--- config.mk ---
export PLATFORM = sky130hd
export DESIGN_NAME = pg_batch_sequencer
export DESIGN_NICKNAME = d
export VERILOG_FILES = /design/src/rtl/pg_pkg.sv /design/src/rtl/pg_tok_buffer.sv /design/src/rtl/pg_gate_check.sv /design/src/rtl/pg_phase_fsm.sv /design/src/rtl/pg_batch_sequencer.sv
export SDC_FILE = /design/constraint.sdc
export NUM_CORES = 1
export LEC_CHECK = 0
export BUFFER_PORTS_ARGS = -buffer_cell sky130_fd_sc_hd__clkbuf_2
export CAP_MARGIN = 20
export CORE_ASPECT_RATIO = 0.5
export CORE_MARGIN = 5
export CORE_UTILIZATION = 36
export CTS_CLUSTER_SIZE = 14
export DETAILED_ROUTE_END_ITERATION = 10
export SYNTH_ARGS = -nofsm -noshare
export SYNTH_HDL_FRONTEND = slang
export SYNTH_SLANG_ARGS = --single-unit
--- constraint.sdc ---
create_clock -name clk -period 9.4 [get_ports clk]
set_clock_uncertainty 0.1 [all_clocks]
set_input_delay 0.47 -clock clk [delete_from_list [all_inputs] [get_ports clk]]
set_output_delay 0.47 -clock clk [all_outputs]
set_load 0.02 [all_outputs]
--- src/rtl/pg_pkg.sv ---
// Shared phase encoding for the batched power-gating sequencer.
// The numeric codes appear on the phase output and must not be reordered.
package pg_pkg;
    typedef enum logic [2:0] {
        PH_IDLE    = 3'd0,
        PH_RUN     = 3'd1,
        PH_SAVE    = 3'd2,
        PH_RDOWN   = 3'd3,
        PH_OFF     = 3'd4,
        PH_RUP     = 3'd5,
        PH_RECONF  = 3'd6,
        PH_RESTORE = 3'd7
    } pg_phase_e;
endpackage

--- src/rtl/pg_tok_buffer.sv ---
// Token occupancy counter with a sticky overflow flag.
// Assumes at most one arrival and one removal per cycle; saturates at both ends.
module pg_tok_buffer #(
    parameter int CNT_W = 8
) (
    input  logic             clk,
    input  logic             rst_n,
    input  logic             tok_in,
    input  logic             take,
    input  logic [CNT_W-1:0] buf_max,
    output logic [CNT_W-1:0] count,
    output logic             ovf
);
    localparam logic [CNT_W-1:0] ONE_C = CNT_W'(1);
    localparam logic [CNT_W-1:0] TOP_C = {CNT_W{1'b1}};

    logic [CNT_W-1:0] cnt_nxt;

    // Next occupancy from arrivals and removals.
    always_comb begin
        cnt_nxt = count;
        if (tok_in && !take && count != TOP_C)
            cnt_nxt = count + ONE_C;
        else if (take && !tok_in && count != '0)
            cnt_nxt = count - ONE_C;
    end

    // Occupancy register and sticky overflow.
    always_ff @(posedge clk) begin
        if (!rst_n) begin
            count <= '0;
            ovf   <= 1'b0;
        end else begin
            count <= cnt_nxt;
            ovf   <= ovf | (cnt_nxt > buf_max);
        end
    end
endmodule

--- src/rtl/pg_gate_check.sv ---
// Gating profitability check and minimum-batch search.
// The combinational part compares the batch idle window with the summed overhead.
// The sequential part steps n upward until the accumulated idle time beats the overhead.
// Assumes CNT_W >= 3 so that the five-term sum fits in the product width.
module pg_gate_check #(
    parameter int CNT_W  = 8,
    parameter int TIME_W = 24
) (
    input  logic                    clk,
    input  logic                    rst_n,
    input  logic [CNT_W-1:0]        n_eff,
    input  logic [TIME_W-1:0]       idle_per_tok,
    input  logic [TIME_W-1:0]       est_save,
    input  logic [TIME_W-1:0]       cyc_down,
    input  logic [TIME_W-1:0]       cyc_up,
    input  logic [TIME_W-1:0]       est_reconf,
    input  logic [TIME_W-1:0]       est_restore,
    input  logic                    energy_ok,
    output logic                    gate_ok,
    output logic [CNT_W+TIME_W-1:0] window,
    output logic [CNT_W+TIME_W-1:0] lead,
    output logic [CNT_W-1:0]        min_batch
);
    localparam int PROD_W = CNT_W + TIME_W;
    localparam logic [CNT_W-1:0] ONE_C = CNT_W'(1);
    localparam logic [CNT_W-1:0] TOP_C = {CNT_W{1'b1}};

    logic [PROD_W-1:0] idle_x, ovh_sum;
    logic [CNT_W-1:0]  srch_n;
    logic [PROD_W-1:0] srch_acc;
    logic              srch_hit;

    // Widen the operands and form window, wake lead and total overhead.
    always_comb begin
        idle_x  = {{CNT_W{1'b0}}, idle_per_tok};
        window  = {{TIME_W{1'b0}}, n_eff} * idle_x;
        lead    = {{CNT_W{1'b0}}, cyc_up} + {{CNT_W{1'b0}}, est_reconf}
                + {{CNT_W{1'b0}}, est_restore};
        ovh_sum = lead + {{CNT_W{1'b0}}, est_save} + {{CNT_W{1'b0}}, cyc_down};
        gate_ok = energy_ok && (window > ovh_sum);
        srch_hit = (srch_n != '0) && ((srch_acc > ovh_sum) || (srch_n == TOP_C));
    end

    // Step the candidate batch size; latch and restart once it pays off.
    always_ff @(posedge clk) begin
        if (!rst_n) begin
            srch_n    <= '0;
            srch_acc  <= '0;
            min_batch <= '0;
        end else if (srch_hit) begin
            min_batch <= srch_n;
            srch_n    <= '0;
            srch_acc  <= '0;
        end else begin
            srch_n    <= srch_n + ONE_C;
            srch_acc  <= srch_acc + idle_x;
        end
    end
endmodule

--- src/rtl/pg_phase_fsm.sv ---
// Phase sequencer: launches back-to-back batches and walks the power-down/up chain.
// An idle-window countdown, loaded at batch end, picks the wake point so that
// ramp-up, reconfiguration and restore fit before the window closes.
// Assumes done inputs are single-cycle pulses and accel_done never coincides with accel_start.
module pg_phase_fsm
    import pg_pkg::*;
#(
    parameter int CNT_W  = 8,
    parameter int TIME_W = 24
) (
    input  logic                    clk,
    input  logic                    rst_n,
    input  logic [CNT_W-1:0]        count,
    input  logic [CNT_W-1:0]        n_eff,
    input  logic                    gate_ok,
    input  logic [CNT_W+TIME_W-1:0] window,
    input  logic [CNT_W+TIME_W-1:0] lead,
    input  logic [TIME_W-1:0]       cyc_down,
    input  logic [TIME_W-1:0]       cyc_up,
    input  logic                    accel_done,
    input  logic                    save_done,
    input  logic                    reconf_done,
    input  logic                    restore_done,
    output pg_phase_e               phase_q,
    output logic                    accel_start,
    output logic                    take
);
    localparam int PROD_W = CNT_W + TIME_W;
    localparam logic [CNT_W-1:0]  ONE_N = CNT_W'(1);
    localparam logic [TIME_W-1:0] ONE_T = TIME_W'(1);
    localparam logic [PROD_W-1:0] ONE_P = PROD_W'(1);

    logic [CNT_W-1:0]  left_q;
    logic [TIME_W-1:0] timer_q;
    logic [PROD_W-1:0] win_q;

    // A completion only consumes a token while a batch runs.
    assign take = (phase_q == PH_RUN) && accel_done;

    // Phase register, start pulse, batch countdown, ramp timer and idle window.
    always_ff @(posedge clk) begin
        if (!rst_n) begin
            phase_q     <= PH_IDLE;
            accel_start <= 1'b0;
            left_q      <= '0;
            timer_q     <= '0;
            win_q       <= '0;
        end else begin
            accel_start <= 1'b0;
            if (phase_q >= PH_SAVE && win_q != '0)
                win_q <= win_q - ONE_P;
            unique case (phase_q)
                PH_IDLE: if (count >= n_eff) begin
                    phase_q     <= PH_RUN;
                    accel_start <= 1'b1;
                    left_q      <= n_eff;
                end
                PH_RUN: if (accel_done) begin
                    if (left_q <= ONE_N) begin
                        if (gate_ok) begin
                            phase_q <= PH_SAVE;
                            win_q   <= window;
                        end else begin
                            phase_q <= PH_IDLE;
                        end
                    end else begin
                        left_q      <= left_q - ONE_N;
                        accel_start <= 1'b1;
                    end
                end
                PH_SAVE: if (save_done) begin
                    phase_q <= PH_RDOWN;
                    timer_q <= cyc_down;
                end
                PH_RDOWN: if (timer_q <= ONE_T) phase_q <= PH_OFF;
                          else timer_q <= timer_q - ONE_T;
                PH_OFF: if (win_q <= lead) begin
                    phase_q <= PH_RUP;
                    timer_q <= cyc_up;
                end
                PH_RUP: if (timer_q <= ONE_T) phase_q <= PH_RECONF;
                        else timer_q <= timer_q - ONE_T;
                PH_RECONF:  if (reconf_done)  phase_q <= PH_RESTORE;
                PH_RESTORE: if (restore_done) phase_q <= PH_IDLE;
                default: phase_q <= PH_IDLE;
            endcase
        end
    end
endmodule

--- src/rtl/pg_batch_sequencer.sv ---
// Top of the batched accelerator power-gating sequencer.
// Ties the token buffer, the profitability check and the phase sequencer together
// and decodes the request, power and busy outputs from the phase.
module pg_batch_sequencer
    import pg_pkg::*;
#(
    parameter int CNT_W  = 8,
    parameter int TIME_W = 24
) (
    input  logic              clk,
    input  logic              rst_n,
    input  logic              tok_in,
    input  logic [CNT_W-1:0]  batch_n,
    input  logic [CNT_W-1:0]  buf_max,
    input  logic [TIME_W-1:0] idle_per_tok,
    input  logic [TIME_W-1:0] est_save,
    input  logic [TIME_W-1:0] cyc_down,
    input  logic [TIME_W-1:0] cyc_up,
    input  logic [TIME_W-1:0] est_reconf,
    input  logic [TIME_W-1:0] est_restore,
    input  logic              energy_ok,
    output logic              accel_start,
    input  logic              accel_done,
    output logic              save_req,
    input  logic              save_done,
    output logic              reconf_req,
    input  logic              reconf_done,
    output logic              restore_req,
    input  logic              restore_done,
    output logic              pwr_en,
    output logic [2:0]        phase,
    output logic              busy,
    output logic [CNT_W-1:0]  tok_count,
    output logic              ovf,
    output logic [CNT_W-1:0]  min_batch
);
    localparam int PROD_W = CNT_W + TIME_W;

    logic [CNT_W-1:0]  n_eff;
    logic              gate_ok, take;
    logic [PROD_W-1:0] window, lead;
    pg_phase_e         phase_q;

    // A batch size of zero behaves as one.
    assign n_eff = (batch_n == '0) ? CNT_W'(1) : batch_n;

    pg_tok_buffer #(.CNT_W(CNT_W)) u_buf (
        .clk(clk), .rst_n(rst_n), .tok_in(tok_in), .take(take),
        .buf_max(buf_max), .count(tok_count), .ovf(ovf)
    );

    pg_gate_check #(.CNT_W(CNT_W), .TIME_W(TIME_W)) u_gate (
        .clk(clk), .rst_n(rst_n), .n_eff(n_eff), .idle_per_tok(idle_per_tok),
        .est_save(est_save), .cyc_down(cyc_down), .cyc_up(cyc_up),
        .est_reconf(est_reconf), .est_restore(est_restore), .energy_ok(energy_ok),
        .gate_ok(gate_ok), .window(window), .lead(lead), .min_batch(min_batch)
    );

    pg_phase_fsm #(.CNT_W(CNT_W), .TIME_W(TIME_W)) u_fsm (
        .clk(clk), .rst_n(rst_n), .count(tok_count), .n_eff(n_eff),
        .gate_ok(gate_ok), .window(window), .lead(lead),
        .cyc_down(cyc_down), .cyc_up(cyc_up), .accel_done(accel_done),
        .save_done(save_done), .reconf_done(reconf_done), .restore_done(restore_done),
        .phase_q(phase_q), .accel_start(accel_start), .take(take)
    );

    // Phase-decoded outputs.
    always_comb begin
        phase       = phase_q;
        save_req    = (phase_q == PH_SAVE);
        reconf_req  = (phase_q == PH_RECONF);
        restore_req = (phase_q == PH_RESTORE);
        pwr_en      = !(phase_q == PH_RDOWN || phase_q == PH_OFF);
        busy        = (phase_q >= PH_SAVE);
    end
endmodule

Yosys cells after proc, flatten, opt, wreduce, memory -nomap -nowiden. Cells that the tools add are included.

Logic and storage cells: 108. Register bits after elaboration: 125.

Add/subtract/negate cells: 11. Bitwise operators: 2. $lt $le $gt $ge: 8. Eq/ne operators: 20. Reductions and logical operators: 25. $mul: 1. Mux-type cells: 31.

Operator list (number): 2-to-1 mux 32 bit (5); adder 32 x 24 -> 32 bit (4); 2-to-1 mux 24 bit (3); one-hot mux 24 bit (3 select lines) (1); > comparator 32 bit (2); 2-to-1 mux 8 bit (6); <= comparator 32 bit (1); multiplier 8 x 24 -> 32 bit (1); nonzero test 32 bit (1); subtractor 32 x 1 -> 32 bit, second input constant (1); 2-to-1 mux 3 bit (9); adder 24 x 24 -> 25 bit (1); <= comparator 24 x 1 -> 1 bit, second input constant (1); one-hot mux 3 bit (8 select lines) (1); subtractor 24 x 1 -> 24 bit, second input constant (1); adder 8 x 1 -> 8 bit, second input constant (2); one-hot mux 8 bit (2 select lines) (1); nonzero test 8 bit (2); subtractor 8 x 1 -> 8 bit, second input constant (2); != test 2 x 1 -> 1 bit, second input constant (7); == test 3 bit, second input constant (4); AND reduction 9 bit (1); == test 8 bit, second input constant (1); greater-or-equal comparator 8 bit (1); other kinds (21) (39).

Longest topological paths before layout.
Word-level depth: 10. Gate-level depth with buffers: 44.

By module. From an unflattened synthesis, not the netlist that was laid out.

Cells, all modules: 2460. Area total of the unflattened synthesis: 19900.3 um2.

Modules (own cells, without submodules): pg_gate_check (cells an instance 1664, instances 1, area each 13748.2 um2); pg_phase_fsm (cells an instance 667, instances 1, area each 5071.1 um2); pg_tok_buffer (cells an instance 112, instances 1, area each 983.4 um2); pg_batch_sequencer (cells an instance 17, instances 1, area each 97.6 um2).

Least setup slack after synthesis. OpenSTA, ideal clock, no wires.

Path kind: input -> register. From: in cyc_up[0]. To: reg u_gate.srch_acc[25]. Slack: 1.351 ns. Buffers on the path: 2. Stages: 40. Data required time: 9.235 ns. Arrival time: 7.884 ns. Cell sequence: ha_1 > inv_1 > fa_1 > nand2b_1 > a211o_1 > nand2_1 > xor2_1 > ha_1 > a211oi_2 > o211ai_2 > a31o_1 > a21oi_2 > o21ai_0 > a21o_1 > a21o_1 > a221o_1 > xnor2_1 > inv_1 > [4 not listed] > a31o_1 > o31a_1 > nor2_1 > o21bai_1 > a21oi_1 > xor2_1 > ha_1 > nand4_1 > nor3_1 > a2111oi_0 > o211ai_1 > o21a_1 > a221oi_1 > nor3_2 > a21o_1 > buf_4 > buf_6 > nor2_1.

Longest elaborated chain between the ends: 8.

Ends and longest elaborated chain: start: declaration (RTL line pg_batch_sequencer.sv:18) `input logic [TIME_W-1:0] cyc_up,`; adder 24 x 24 -> 25 bit (RTL line pg_gate_check.sv:37) `lead = {{CNT_W{1'b0}}, cyc_up} + {{CNT_W{1'b0}}, est_reconf}`; adder 32 x 24 -> 32 bit (RTL line pg_gate_check.sv:38) `+ {{CNT_W{1'b0}}, est_restore};`; adder 32 x 24 -> 32 bit (2 in series) (RTL line pg_gate_check.sv:39) `ovh_sum = lead + {{CNT_W{1'b0}}, est_save} + {{CNT_W{1'b0}}, cyc_down};`; > comparator 32 bit (RTL line pg_gate_check.sv:41) `srch_hit = (srch_n != '0) && ((srch_acc > ovh_sum) || (srch_n == TOP_C));`; logical OR 1 bit (RTL line pg_gate_check.sv:41); logical AND 1 bit (RTL line pg_gate_check.sv:41); OR reduction 2 bit (no line); end signal: assignment (RTL line pg_gate_check.sv:56) `srch_acc <= srch_acc + idle_x;`; end: declaration (RTL line pg_gate_check.sv:30) `logic [PROD_W-1:0] srch_acc;`.

No other way between the ends. A chain may end at the register's enable or synchronous reset.

Final worst setup path.
From: in cyc_up[0]. To: reg u_gate.srch_acc[4].

Same word-level chain as after synthesis.

==> impl_metrics.py <==
metrics = {
    "run_status": {
        "status": "complete, no violations",
    },
    "timing": {
        "post-route-period-util": 0.927,
        "finalSetupTns_ps": 0,
        "fin_crit_ps": 8710,
        "grt_setup_unrepaired": "no",
        "worst_pin_slew_ps": 972,
        "setup_viol": 0,
        "drv_slew": 0,
        "maxSlewHeadroom": 0.344,
        "timing.fmax_mhz": 115,
        "final-hold-violation-count": 0,
    },
    "critical_path": {
        "critical_path_class": "input pin to flop",
        "crit_fanout": 30,
        "critPathLaunchType": "input pin",
        "r2r_end": "u_buf.ovf",
        "cp_common_cell": "ha_1",
        "reg2regPathDepth": 16,
        "rr_startpoint": "u_fsm.phase_q[1]",
        "cp-end-kind": "flop",
        "critPathLaunch": "cyc_up[0]",
        "regToRegSetupSlack_ps": 5030,
        "slowest_stage": "fa_1",
        "crit_path_max_incr_delay_ps": 440,
        "cp.required_ps": 9620,
        "cp.arrival_ps": 8930,
    },
    "yosys": {
        "async_reset_ff_frac": 0,
        "yosys_warnings": 0,
        "synthCells": 2401,
        "ys.flop_type": "dfxtp_1",
        "seq_area_frac_synth": 0.128,
        "synth-edff-count": 0,
        "synth-seq-cells": 125,
        "synth_area_sq_mm": 0.0196,
        "syn_nets": 2988,
        "syn_area_per_cell_sq_um": 8.15,
        "synth_cell_types": 97,
    },
    "route": {
        "vias_per_cell": 5.42,
        "first_pass_iters": 5,
        "ant_nets": 0,
        "drt_iter0_drc": 1159,
        "vias": 17900,
        "wl_per_cell_um": 18.5,
        "wirelength_um": 61100,
        "drc": 0,
    },
    "floorplan": {
        "rows": 60,
        "initial_core_util": 0.364,
        "die_h_um": 175,
        "die_w_um": 340,
        "dieArea_sq_mm": 0.0594,
        "io_pins": 194,
        "coreArea_sq_mm": 0.0538,
    },
    "clocking": {
        "cts_tree": "built",
        "cts_root_buf": "clkbuf_16",
        "hold_buffers": 0,
        "htreeDepth": 4,
        "clk_latency_ps": 450,
        "clkTransAtPathRegs_ps": 70,
        "cts_buffers": 17,
        "cts_setup_buffers": 0,
        "clockBufferDepth": 2,
        "cts.sinks": 125,
    },
    "worst_hold_path": {
        "hold_start": "energy_ok",
        "min_to": "u_fsm.phase_q[1]",
        "hold_path_class": "input pin to flop",
        "min_path_cells": 3,
    },
    "power": {
        "finalPower_mw": 6.63,
        "netSwitchingPower_mw": 3.51,
        "p_comb_frac": 0.797,
        "switching_share": 0.530,
        "p_per_area_mw_per_mm2": 302,
        "max-vdd-ir-drop_mv": 0.178,
        "p_seq_frac": 0.097,
        "clockPowerShare": 0.106,
        "internal-power_mw": 3.11,
        "p_leak_nw": 10.5,
    },
    "global_route": {
        "grt_use_met2": 0.331,
        "gr-usage-all-layers": 0.201,
        "met1_usage": 0.279,
        "use_met3": 0.0204,
        "busiest_layer": "met2",
        "grt_pass1_vias": 17400,
        "gr-total-overflow": 0,
        "grt_pass1_wl_um": 96000,
        "grt_max_degree": 71,
        "antenna_found_initial": 5,
    },
    "cells_and_area": {
        "multiInputGateArea_sq_mm": 0.0160,
        "fin_area_sq_mm": 0.0220,
        "drive_gt1_frac": 0.119,
        "final_util": 0.408,
        "fill_cells": 5481,
        "fin_nets": 3154,
        "seqCellArea_sq_mm": 0.00250,
        "syn_to_final_growth_pct": 12.1,
    },
    "placed_design": {
        "port_buffers": 193,
        "place_area_sq_mm": 0.0213,
        "gp_congestion": 0.938,
        "hpwl_um": 50200,
    },
    "job": {
        "maxCapViolCount": 0,
    },
}
## metal layers
| layer | wire length (um) | share of wire | vias to the layer above |
|---|---|---|---|
| met3 | 2070 | 0.034 | 86 |
| met5 | 27 | 0.00044 | - |
| li1 | - | - | 8749 |
| met2 | 28200 | 0.46 | 358 |
| met4 | 1620 | 0.026 | 4 |
| met1 | 29200 | 0.48 | 8658 |
## Yosys cell counts (all sizes together), types with 6 or more instances
cell type / count / area, sq um
a211o: 9 / 78.8
a211oi: 43 / 353
a21o: 80 / 601
a21oi: 175 / 883
a221oi: 6 / 58.8
a22oi: 19 / 143
a311oi: 6 / 58.8
a31oi: 10 / 77.6
a32o: 6 / 60.1
and2: 128 / 803
and3: 14 / 87.6
buf: 13 / 104
clkbuf: 57 / 214
dfxtp: 125 / 2500
fa: 160 / 3200
ha: 259 / 3240
inv: 216 / 811
nand2: 195 / 744
nand2b: 23 / 144
nand3: 31 / 155
nand3b: 7 / 52.6
nand4: 33 / 206
nor2: 181 / 684
nor2b: 21 / 131
nor3: 97 / 526
nor4: 20 / 131
o211ai: 7 / 62.6
o21a: 30 / 225
o21ai: 135 / 687
o21bai: 18 / 135
o22ai: 13 / 81.3
o31ai: 7 / 52.6
or2: 8 / 50.1
or3: 16 / 105
xnor2: 87 / 769
xor2: 72 / 631
## layout by cell type (no fill, tap or decap), types with 13 or more instances in the layout
cell type,instances
inv_1,215
nor2_1,179
o21ai_0,120
nor3_1,89
o21a_1,30
or3_1,15
xnor2_1,86
ha_1,259
a211oi_1,37
nand4_1,33
clkbuf_2,193
nor4_1,19
a21o_1,80
nor2b_1,21
nand3_1,31
and2_1,127
dfxtp_1,124
o22ai_1,13
fa_1,160
a21oi_1,173
nand2b_1,23
o21bai_1,18
xor2_1,72
buf_4,22
nand2_1,192
a22oi_1,19
clkbuf_16,17
and3_1,14
## power by group through the flow
stage	combinational, mW	sequential, mW	clock, mW
after floorplan	3.80	0.629	0
after global placement	5.09	0.651	0
after detailed placement	5.15	0.651	0
after CTS	5.21	0.639	0.714
after global routing	5.88	0.645	0.730
final	5.28	0.641	0.702
## state kept, by name, summed over array words and instances (netlist names)
signal and count:
u_fsm.win_q 32, u_gate.srch_acc 32, u_fsm.timer_q 24, u_buf.count 8, u_fsm.left_q 8, u_gate.min_batch 8
u_gate.srch_n 8, u_fsm.phase_q 3, u_buf.ovf 1, u_fsm.accel_start 1
## kinds of logic after synthesis
group,after synthesis,share of synthesized area
mux,4,0.00205
flops,125,0.128
fa+ha+maj,419,0.329
xor+xnor,160,0.0727
buf+inv,287,0.0578
simple gates,791,0.203
compound gates,615,0.208
## timing repair
action,4_1_cts,5_1_grt
gates resized for setup,0,3
setup endpoints to repair,0,30
endpoints found under the hold margin,0,0
## how the worst max path moves through the flow
stage	endpoint	slack [ps]	cells after the start
3_3_place_gp	u_gate.srch_acc[4]	430	40
5_1_grt	u_gate.srch_acc[4]	30	40
4_1_cts	u_gate.srch_acc[4]	620	40
3_5_place_dp	u_gate.srch_acc[4]	190	40
6_report	u_gate.srch_acc[4]	690	41
2_1_floorplan	u_gate.srch_acc[25]	1350	40
## critical path, delay by kind of cell
kind / cells / cell delay (ps)
buffers and inverters: 4 / 640
and+or+nand+nor: 10 / 1480
adders and majority gates: 6 / 1890
AOI/OAI and AO/OA: 18 / 3780
xor gates and xnor gates: 3 / 680
## layout make-up
| cell class | count | area share |
|---|---|---|
| well taps | 713 | 0.0406 |
| clock buffers | 17 | 0.0194 |
| diodes | 3 | 0.000342 |
| inverters | 217 | 0.0371 |
| clock inverters | 15 | 0.00815 |
| multi-input cells | 1989 | 0.727 |
| repair buffers | 217 | 0.0533 |
| flip-flops and latches | 125 | 0.114 |
## through the flow
stage / hold slack, ps / worst slack [ps] / cells
2_1_floorplan: 341 / 1350 / 2401
3_3_place_gp: 333 / 427 / 3261
3_5_place_dp: 344 / 186 / 3261
4_1_cts: 188 / 617 / 3293
5_1_grt: 223 / 32.8 / 3296
6_report: 220 / 690 / 3296
(Power assumes the default switching activity.)
